[src/rtl/scw_pkg.sv]
package scw_pkg;
    typedef enum logic [1:0] {
        SRC_SHIFT   = 2'd0,
        SRC_MISSION = 2'd1,
        SRC_BURST   = 2'd2
    } clk_src_e;

    typedef enum logic {
        TRG_IDLE  = 1'b0,
        TRG_FIRED = 1'b1
    } trg_state_e;
endpackage

[src/rtl/scw_trigger.sv]
module scw_trigger
    import scw_pkg::*;
(
    input  logic clk_pll,
    input  logic scan_en,
    input  logic speed_mode,
    input  logic cap_en,
    output logic trig
);
    trg_state_e state_q;
    trg_state_e state_nx;

    // State register: falling edge, cleared while shifting.
    always_ff @(negedge clk_pll or posedge scan_en) begin
        if (scan_en) state_q <= TRG_IDLE;
        else         state_q <= state_nx;
    end

    always_comb begin
        state_nx = state_q;
        unique case (state_q)
            TRG_IDLE:  if (speed_mode && cap_en) state_nx = TRG_FIRED;
            TRG_FIRED: state_nx = TRG_FIRED;
            default:   state_nx = TRG_IDLE;
        endcase
    end

    // Output process.
    always_comb begin
        trig = (state_q == TRG_FIRED);
    end
endmodule

[src/rtl/scw_window.sv]
module scw_window #(
    parameter int BURST_LEN = 2
) (
    input  logic clk_pll,
    input  logic scan_en,
    input  logic trig,
    output logic win
);
    localparam int DEPTH = BURST_LEN + 2;

    logic [DEPTH-1:0] stg_q;

    // Stage chain on the falling edge; the first two form the synchronizer.
    generate
        for (genvar i = 0; i < DEPTH; i++) begin : g_stage
            if (i == 0) begin : g_head
                always_ff @(negedge clk_pll or posedge scan_en) begin
                    if (scan_en) stg_q[i] <= 1'b0;
                    else         stg_q[i] <= trig;
                end
            end else begin : g_tail
                always_ff @(negedge clk_pll or posedge scan_en) begin
                    if (scan_en) stg_q[i] <= 1'b0;
                    else         stg_q[i] <= stg_q[i-1];
                end
            end
        end
    endgenerate

    // Open from synchronizer output until the stage BURST_LEN further on.
    always_comb begin
        win = stg_q[1] & ~stg_q[DEPTH-1];
    end
endmodule

[src/rtl/scw_clk_select.sv]
module scw_clk_select
    import scw_pkg::*;
(
    input  logic clk_pll,
    input  logic clk_shift,
    input  logic scan_en,
    input  logic speed_mode,
    input  logic win,
    output logic clk_out
);
    clk_src_e src;

    always_comb begin
        if (scan_en)         src = SRC_SHIFT;
        else if (speed_mode) src = SRC_BURST;
        else                 src = SRC_MISSION;
    end

    always_comb begin
        unique case (src)
            SRC_SHIFT:   clk_out = clk_shift;
            SRC_BURST:   clk_out = clk_pll & win;
            SRC_MISSION: clk_out = clk_pll;
            default:     clk_out = clk_pll;
        endcase
    end
endmodule

[src/rtl/scan_clk_switch.sv]
module scan_clk_switch #(
    parameter int BURST_LEN = 2
) (
    input  logic clk_pll,
    input  logic clk_shift,
    input  logic scan_en,
    input  logic speed_mode,
    input  logic cap_en,
    output logic clk_out
);
    logic trig_q;
    logic burst_win;

    scw_trigger u_trigger (
        .clk_pll    (clk_pll),
        .scan_en    (scan_en),
        .speed_mode (speed_mode),
        .cap_en     (cap_en),
        .trig       (trig_q)
    );

    scw_window #(.BURST_LEN(BURST_LEN)) u_window (
        .clk_pll (clk_pll),
        .scan_en (scan_en),
        .trig    (trig_q),
        .win     (burst_win)
    );

    scw_clk_select u_select (
        .clk_pll    (clk_pll),
        .clk_shift  (clk_shift),
        .scan_en    (scan_en),
        .speed_mode (speed_mode),
        .win        (burst_win),
        .clk_out    (clk_out)
    );
endmodule

[config.mk]
export PLATFORM = sky130hd
export DESIGN_NAME = scan_clk_switch
export DESIGN_NICKNAME = d
export VERILOG_FILES = /design/src/rtl/scw_pkg.sv /design/src/rtl/scw_trigger.sv /design/src/rtl/scw_window.sv /design/src/rtl/scw_clk_select.sv /design/src/rtl/scan_clk_switch.sv
export SDC_FILE = /design/constraint.sdc
export NUM_CORES = 1
export LEC_CHECK = 0
export BUFFER_PORTS_ARGS = -buffer_cell sky130_fd_sc_hd__buf_2
export CORE_AREA = 4 4 41 43
export DETAILED_ROUTE_END_ITERATION = 10
export DIE_AREA = 0 0 45 47
export REMOVE_ABC_BUFFERS = 1
export SLEW_MARGIN = 40
export SYNTH_ARGS = -nofsm -noshare
export SYNTH_HDL_FRONTEND = slang
export SYNTH_SLANG_ARGS = --single-unit
[constraint.sdc]
create_clock -name clk_pll -period 0.95 [get_ports clk_pll]
set_clock_uncertainty 0.15 [all_clocks]
set_input_delay 0.1425 -clock clk_pll [delete_from_list [all_inputs] [get_ports clk_pll]]
set_output_delay 0.1425 -clock clk_pll [all_outputs]
set_load 0.05 [all_outputs]
### Word-level counts from Yosys, hierarchy flattened

Cells that the tools add are included.

| cells by class | value |
|---|---|
| equal/unequal tests | 1 |
| multiplexer cells | 5 |
| bitwise operators | 4 |
| reduce and logical (&&, ||, !) cells | 2 |

Operators by type and width:

| cell | count |
|---|---|
| $mux 2 | 2 |
| $pmux 1 s2 | 2 |
| $and 1x1->1 | 2 |
| $eq 2x2->1 const B | 1 |
| $logic_not 2->1 | 1 |
| $not 1->1 | 2 |
| $logic_and 1x1->1 | 1 |
| $mux 1 | 1 |

| storage, ports and cells | value |
|---|---|
| register bits | 5 |
| output and inout port bits | 1 |
| word-level logic and storage cells | 17 |

### Longest topological paths before layout

Gate-level depths: netlist of the first run.

| logic depth | value |
|---|---|
| depth in word-level cells | 4 |
| mapped depth | 2 |

### By module

Synthesis of the first run repeated with hierarchy kept, for this count alone.

| unflattened totals | value |
|---|---|
| cells, all modules | 13 |
| area total of the unflattened synthesis | 178.9 um2 |

By module, submodules not included:

| module | instances | cells each | area an instance (um2) | sequential area each (um2) |
|---|---|---|---|---|
| scw_window | 1 | 6 | 117.6 | 100.1 |
| scw_trigger | 1 | 3 | 36.3 | 25.0 |
| scw_clk_select | 1 | 4 | 25.0 | 0.0 |

==> results of run 1 <==
## critical path, cell delays in order, from the launching register on
cell	delay (ns)
dfrtn_1	0.32
nand2b_1	0.13
a31oi_1	0.14
buf_4	0.22
## power groups by stage
| stage | Combinational [µW] | Sequential, µW | Clock (µW) |
|---|---|---|---|
| global route | 20.0 | 215 | 604 |
| CTS | 18.4 | 215 | 583 |
| floorplan | 3.93 | 218 | 95.7 |
| detailed placement | 18.0 | 218 | 116 |
| global placement | 17.5 | 218 | 116 |
| finish | 17.8 | 215 | 563 |
## through the flow
stage          utilization, %  hold slack [ns]  setup TNS (ns)  instance area (µm²)  total power, µW
2_1_floorplan               -            0.142           -1.20                  159              317
3_3_place_gp             16.2            0.146          -0.912                  210              351
3_5_place_dp             16.2            0.151          -0.930                  210              352
4_1_cts                  20.7          -0.0336           -1.03                  269              816
5_1_grt                  20.7          -0.0243           -1.09                  269              839
6_report                 20.7          -0.0294           -1.01                  269              795
## metal layers
layer  wire (µm)  global-route usage, %  part of all wire (%)
met5           0                      0                     0
met4          17                   11.7                   4.6
met3          74                   8.43                    20
met2         131                   4.52                    36
met1         144                   3.70                    39
## cells by family (layout without fill, tap and decap cells)
group | count (synthesis) | in the layout
muxes | 1 | 1
buffers and inverters | 1 | 15
AOI/OAI and AO/OA | 2 | 2
DFF | 5 | 5
and+or+nand+nor | 1 | 1
## flip-flops by register name, indices dropped and copies added (netlist names)
signal,cells
u_window.stg_q,4
u_trigger.trig,1
## path summary, 6_finish.rpt
check	startpoint	end	cells after the start
worst max-delay path	u_window.stg_q[3]$_DFF_NP0_	clk_out	3
worst min-delay path	scan_en	u_window.stg_q[1]$_DFF_NP0_	3
worst max register to register	u_trigger.trig$_DFF_NP0_	u_trigger.trig$_DFF_NP0_	1
worst min register to register	u_window.stg_q[2]$_DFF_NP0_	u_window.stg_q[3]$_DFF_NP0_	0
max in group asynchronous	scan_en	u_window.stg_q[0]$_DFF_NP0_	3
min in group clk_pll	u_window.stg_q[2]$_DFF_NP0_	u_window.stg_q[3]$_DFF_NP0_	0
## synthesized netlist by cell type
| cell type | n |
|---|---|
| dfrtn_1 | 5 |
| a21o_1 | 1 |
| a31oi_1 | 1 |
| inv_1 | 1 |
| mux2i_1 | 1 |
| nand2b_1 | 1 |
## what timing repair did
| item | CTS | global route |
|---|---|---|
| pin swaps | 1 | 0 |
| buffers inserted | 1 | 0 |
| gates resized for setup | 1 | 0 |
| setup endpoints to repair | 1 | 1 |
| endpoints found under the hold margin | 5 | 5 |
## cell usage in the layout, fill, tap and decap left out
master and count:
mux2i_1 1, nand2b_1 1, buf_4 3, a31oi_1 1, a21o_1 1, buf_2 4, inv_1 1, dfrtn_1 5
clkbuf_4 6, clkbuf_1 1
## area by class of cell
class / instances / area share [%]
Inverter: 1 / 1.40
Tap cell: 15 / 6.98
Clock buffer: 8 / 20.9
Timing Repair Buffer: 6 / 13.0
Sequential cell: 5 / 46.5
Multi-Input combinational cell: 4 / 11.2
==> flow_metrics.tcl, run 1 <==
set metrics [dict create \
    outcome "finished, violations left" \
    violations "negative hold slack, negative setup slack" \
    drc 0 \
    synth_top_area_share_pct 78.7 \
    num-nets-final 30 \
    crit_required_ns 0.66 \
    holdWs_ns -0.0294 \
    powerDensity_mw_per_mm2 2960 \
    track_usage_pct 5.88 \
    p_sw_uw 233 \
    cts_tree "yes" \
    drt_iter0_markers 1 \
    finalSetupViolCount 1 \
    p_int_uw 563 \
    switching_share_pct 29.2 \
    core-area_mm2 0.00130 \
    die_width_um 45 \
    drt_wl_total_um 367 \
    clkPwrFrac_pct 70.7 \
    ys_ff_latch 5 \
    regArea_um2 125 \
    ys_warn_count 0 \
    viasPerCell 3.41 \
    synth-xor-area-share_pct 0 \
    place_ws_ns -0.685 \
    dieArea_mm2 0.00212 \
    arrival_ns 1.66 \
    postRouteAntennaNets 0 \
    yosysTopAreaCell "dfrtn_1" \
    synth_top_family_by_area "compound AO/OA/AOI/OAI gates" \
    slew_headroom_pct 91.4 \
    wl_per_cell_um 9.41 \
    yosysUniqueCellTypes 6 \
    syn_to_final_growth_pct 69.3 \
    portBuffers 5 \
    multiInputGateArea_um2 30.0 \
    drtPass1Iterations 2 \
    io_pins 6 \
    rsz0062_at_grt "true" \
    antenna_found_initial 0 \
    cp_max_fo 1 \
    setup_ws_ns -1.01 \
    die_y_um 47 \
    synthAdderAreaFrac_pct 0 \
    critical_path_class "reg -> out" \
    end_kind "primary output" \
    post_synth_main_area_contributors "dfrtn_1, mux2i_1, a21o_1, a31oi_1, nand2b_1" \
    seqPwrFrac_pct 27.0 \
    synth_compound_gate_area_share_pct 8.66 \
    synthSimpleGateAreaFrac_pct 3.94 \
    r2r_slack_ns 0.17 \
    maxCapViolCount 0 \
    final_max_slew_viol_count 0 \
    drive_gt1_share_pct 54.2 \
    comb_power_share_pct 2.2 \
    std_cell_rows 13 \
    grt-ovfl-total 0 \
    gp_congestion 0.553 \
    synth-seq-area-share_pct 78.7 \
    power.leakage_uw 0.000119 \
    finalNonFillerCells 39 \
    grt_max_degree 6 \
    start_kind "flop" \
    grt_pass1_wl_um 627 \
    initial_core_util_pct 12.2 \
    synth.avg_cell_area_um2 15.9 \
    worst_pin_slew_ns 0.125 \
    grt_pass1_vias 178 \
    hold_class "in -> async" \
    syn_inst 10 \
    fillers 151 \
    dp.cells 31 \
    synthMuxAreaShare_pct 6.30 \
    peakVddDrop_mv 0.432 \
    clk_pin_slew_ns 0.04 \
    clkLatencyLatePin_ns 0.37 \
    synthesis.area_um2 159 \
    dr_total_vias 133 \
    num_antenna_cells 0 \
    hold_viol_final 5 \
]
(Power assumes the default switching activity.)
==> run 2: changes to the inputs <==
--- a/config.mk
+++ b/config.mk
@@ -9,6 +9,7 @@
 export CORE_AREA = 4 4 41 43
 export DETAILED_ROUTE_END_ITERATION = 10
 export DIE_AREA = 0 0 45 47
+export PLACE_DENSITY_LB_ADDON = 0.05
 export REMOVE_ABC_BUFFERS = 1
 export SLEW_MARGIN = 40
 export SYNTH_ARGS = -nofsm -noshare
==> run 2 against run 1 <==
Net effect:
- the flow still finishes with violations (negative hold slack, negative setup slack)
- sequential power barely moved
- final area up 8.4%
- first-iteration DRC count rose to 4.0 times the previous value
- clock power is essentially flat
- critical endpoint unchanged
- largest cell class unchanged
==> flow_metrics.tcl, run 2 (synthesized netlist as in run 1, its figures left out) <==
set metrics [dict create \
    outcome "finished, violations left" \
    violations "negative hold slack, negative setup slack" \
    reg2reg_from "u_window.stg_q[1]$_DFF_NP0_" \
    clkLatencyLatePin_ns 0.37 \
    wl_met2_um 176 \
    highest_layer "met4" \
    clk_pin_slew_ns 0.04 \
    antenna_found_initial 0 \
    peakVddDrop_mv 0.690 \
    maxCapViolCount 0 \
    drtPass1Iterations 2 \
    postRouteAntennaNets 0 \
    cts_tree "yes" \
    slew_headroom_pct 91.1 \
    grt_max_degree 6 \
    cp_max_fo 2 \
    power.leakage_uw 0.000132 \
    end_kind "primary output" \
    final_max_slew_viol_count 0 \
    hold_class "in -> async" \
    core-area_mm2 0.00130 \
    gp_congestion 0.688 \
    start_kind "flop" \
    power_uw 797 \
    crit_required_ns 0.66 \
    final_cell_mix "clkbuf_4, buf_4, dfrtn_1" \
    crit_start "u_window.stg_q[1]$_DFF_NP0_" \
    portBuffers 5 \
    fillers 158 \
    drc 0 \
    holdWs_ns -0.0310 \
    viasPerCell 3.50 \
    r2r-end "u_window.stg_q[2]$_DFF_NP0_" \
    drive_gt1_share_pct 59.3 \
    drt_iter0_markers 4 \
    grt_pass1_wl_um 703 \
    track_usage_pct 6.91 \
    rsz0062_at_grt "true" \
    wl_met3_um 80 \
    drt_wl_total_um 431 \
    setup_ws_ns -1.01 \
    wl_per_cell_um 10.3 \
    dr_total_vias 147 \
    fin_area_um2 292 \
    critical_path_class "reg -> out" \
    largest-register "u_window.stg_q" \
    hold_viol_final 5 \
    num_antenna_cells 0 \
    dieArea_mm2 0.00212 \
    place_ws_ns -0.696 \
    dp_hpwl_um 263 \
    worst_pin_slew_ns 0.130 \
    syn_to_final_growth_pct 83.5 \
    std_cell_rows 13 \
    powerDensity_mw_per_mm2 2730 \
    r2r.worst_path.cells 3 \
    num-nets-final 33 \
    finalSetupViolCount 2 \
    grt-ovfl-total 0 \
    io_pins 6 \
    place_area_um2 225 \
    largest_reg_flops 4 \
    r2r_slack_ns -0.04 \
    grt_pass1_vias 191 \
    arrival_ns 1.67 \
    initial_core_util_pct 12.2 \
    die_width_um 45 \
    met1_length_um 160 \
    die_y_um 47 \
]
==> run 2: cell count changes in the layout (fill, tap and decap cells not counted) <==
cell,before,now
buf_4,3,6
==> run 2: metrics by stage <==
step	TNS (ns)	instances	utilization (%)	hold slack (ns)
global route	-1.15	42	22.4	-0.0437
floorplan	-1.20	10	-	0.142
global placement	-0.942	33	17.3	0.145
detailed placement	-0.944	33	17.3	0.149
CTS	-1.01	41	21.8	-0.0389
finish	-1.05	42	22.4	-0.0310
==> run 2: how the worst max path moves through the flow <==
| stage | endpoint | slack (ns) | cells after the start |
|---|---|---|---|
| 6_report | clk_out | -1.01 | 3 |
| 5_1_grt | clk_out | -1.08 | 3 |
| 4_1_cts | clk_out | -1.01 | 3 |
| 3_5_place_dp | clk_out | -0.70 | 3 |
| 3_3_place_gp | clk_out | -0.70 | 3 |
| 2_1_floorplan | clk_out | -1.08 | 2 |
==> run 2: timing repair <==
| item | 4_1_cts | 5_1_grt |
|---|---|---|
| endpoints found under the hold margin | 5 | 5 |
| pin swaps | 1 | 0 |
| endpoints found under the setup margin | 1 | 1 |
| gates cloned | 0 | 0 |
| resized for setup | 1 | 0 |
| buffers inserted | 1 | 1 |
==> run 2: layout make-up <==
class / instances / area (µm²) / share of cell area (%)
Timing Repair Buffer: 9 / 57.6 / 19.7
Sequential cell: 5 / 125 / 42.9
Multi-Input combinational cell: 4 / 30.0 / 10.3
Inverter: 1 / 3.75 / 1.29
Tap cell: 15 / 18.8 / 6.44
Clock buffer: 8 / 56.3 / 19.3
==> run 2: where the power goes <==
group          internal [µW]  leakage (µW)  total (µW)  switching (µW)
sequential               215     0.0000437         215        0.000238
combinational           11.3     0.0000469        21.1            9.77
clock                    339     0.0000411         561             222
total                    565      0.000132         797             232
==> run 2: worst max-delay path, stage by stage, from the launching register on <==
cell and delay, ns:
dfrtn_1 0.41, nand2b_1 0.06, a31oi_1 0.13, buf_4 0.22
==> run 2: routing by layer <==
metal	vias up	track usage (%)
met5	-	0
met4	0	15.2
met3	3	10.3
met2	8	3.95
met1	69	4.62
li1	67	-
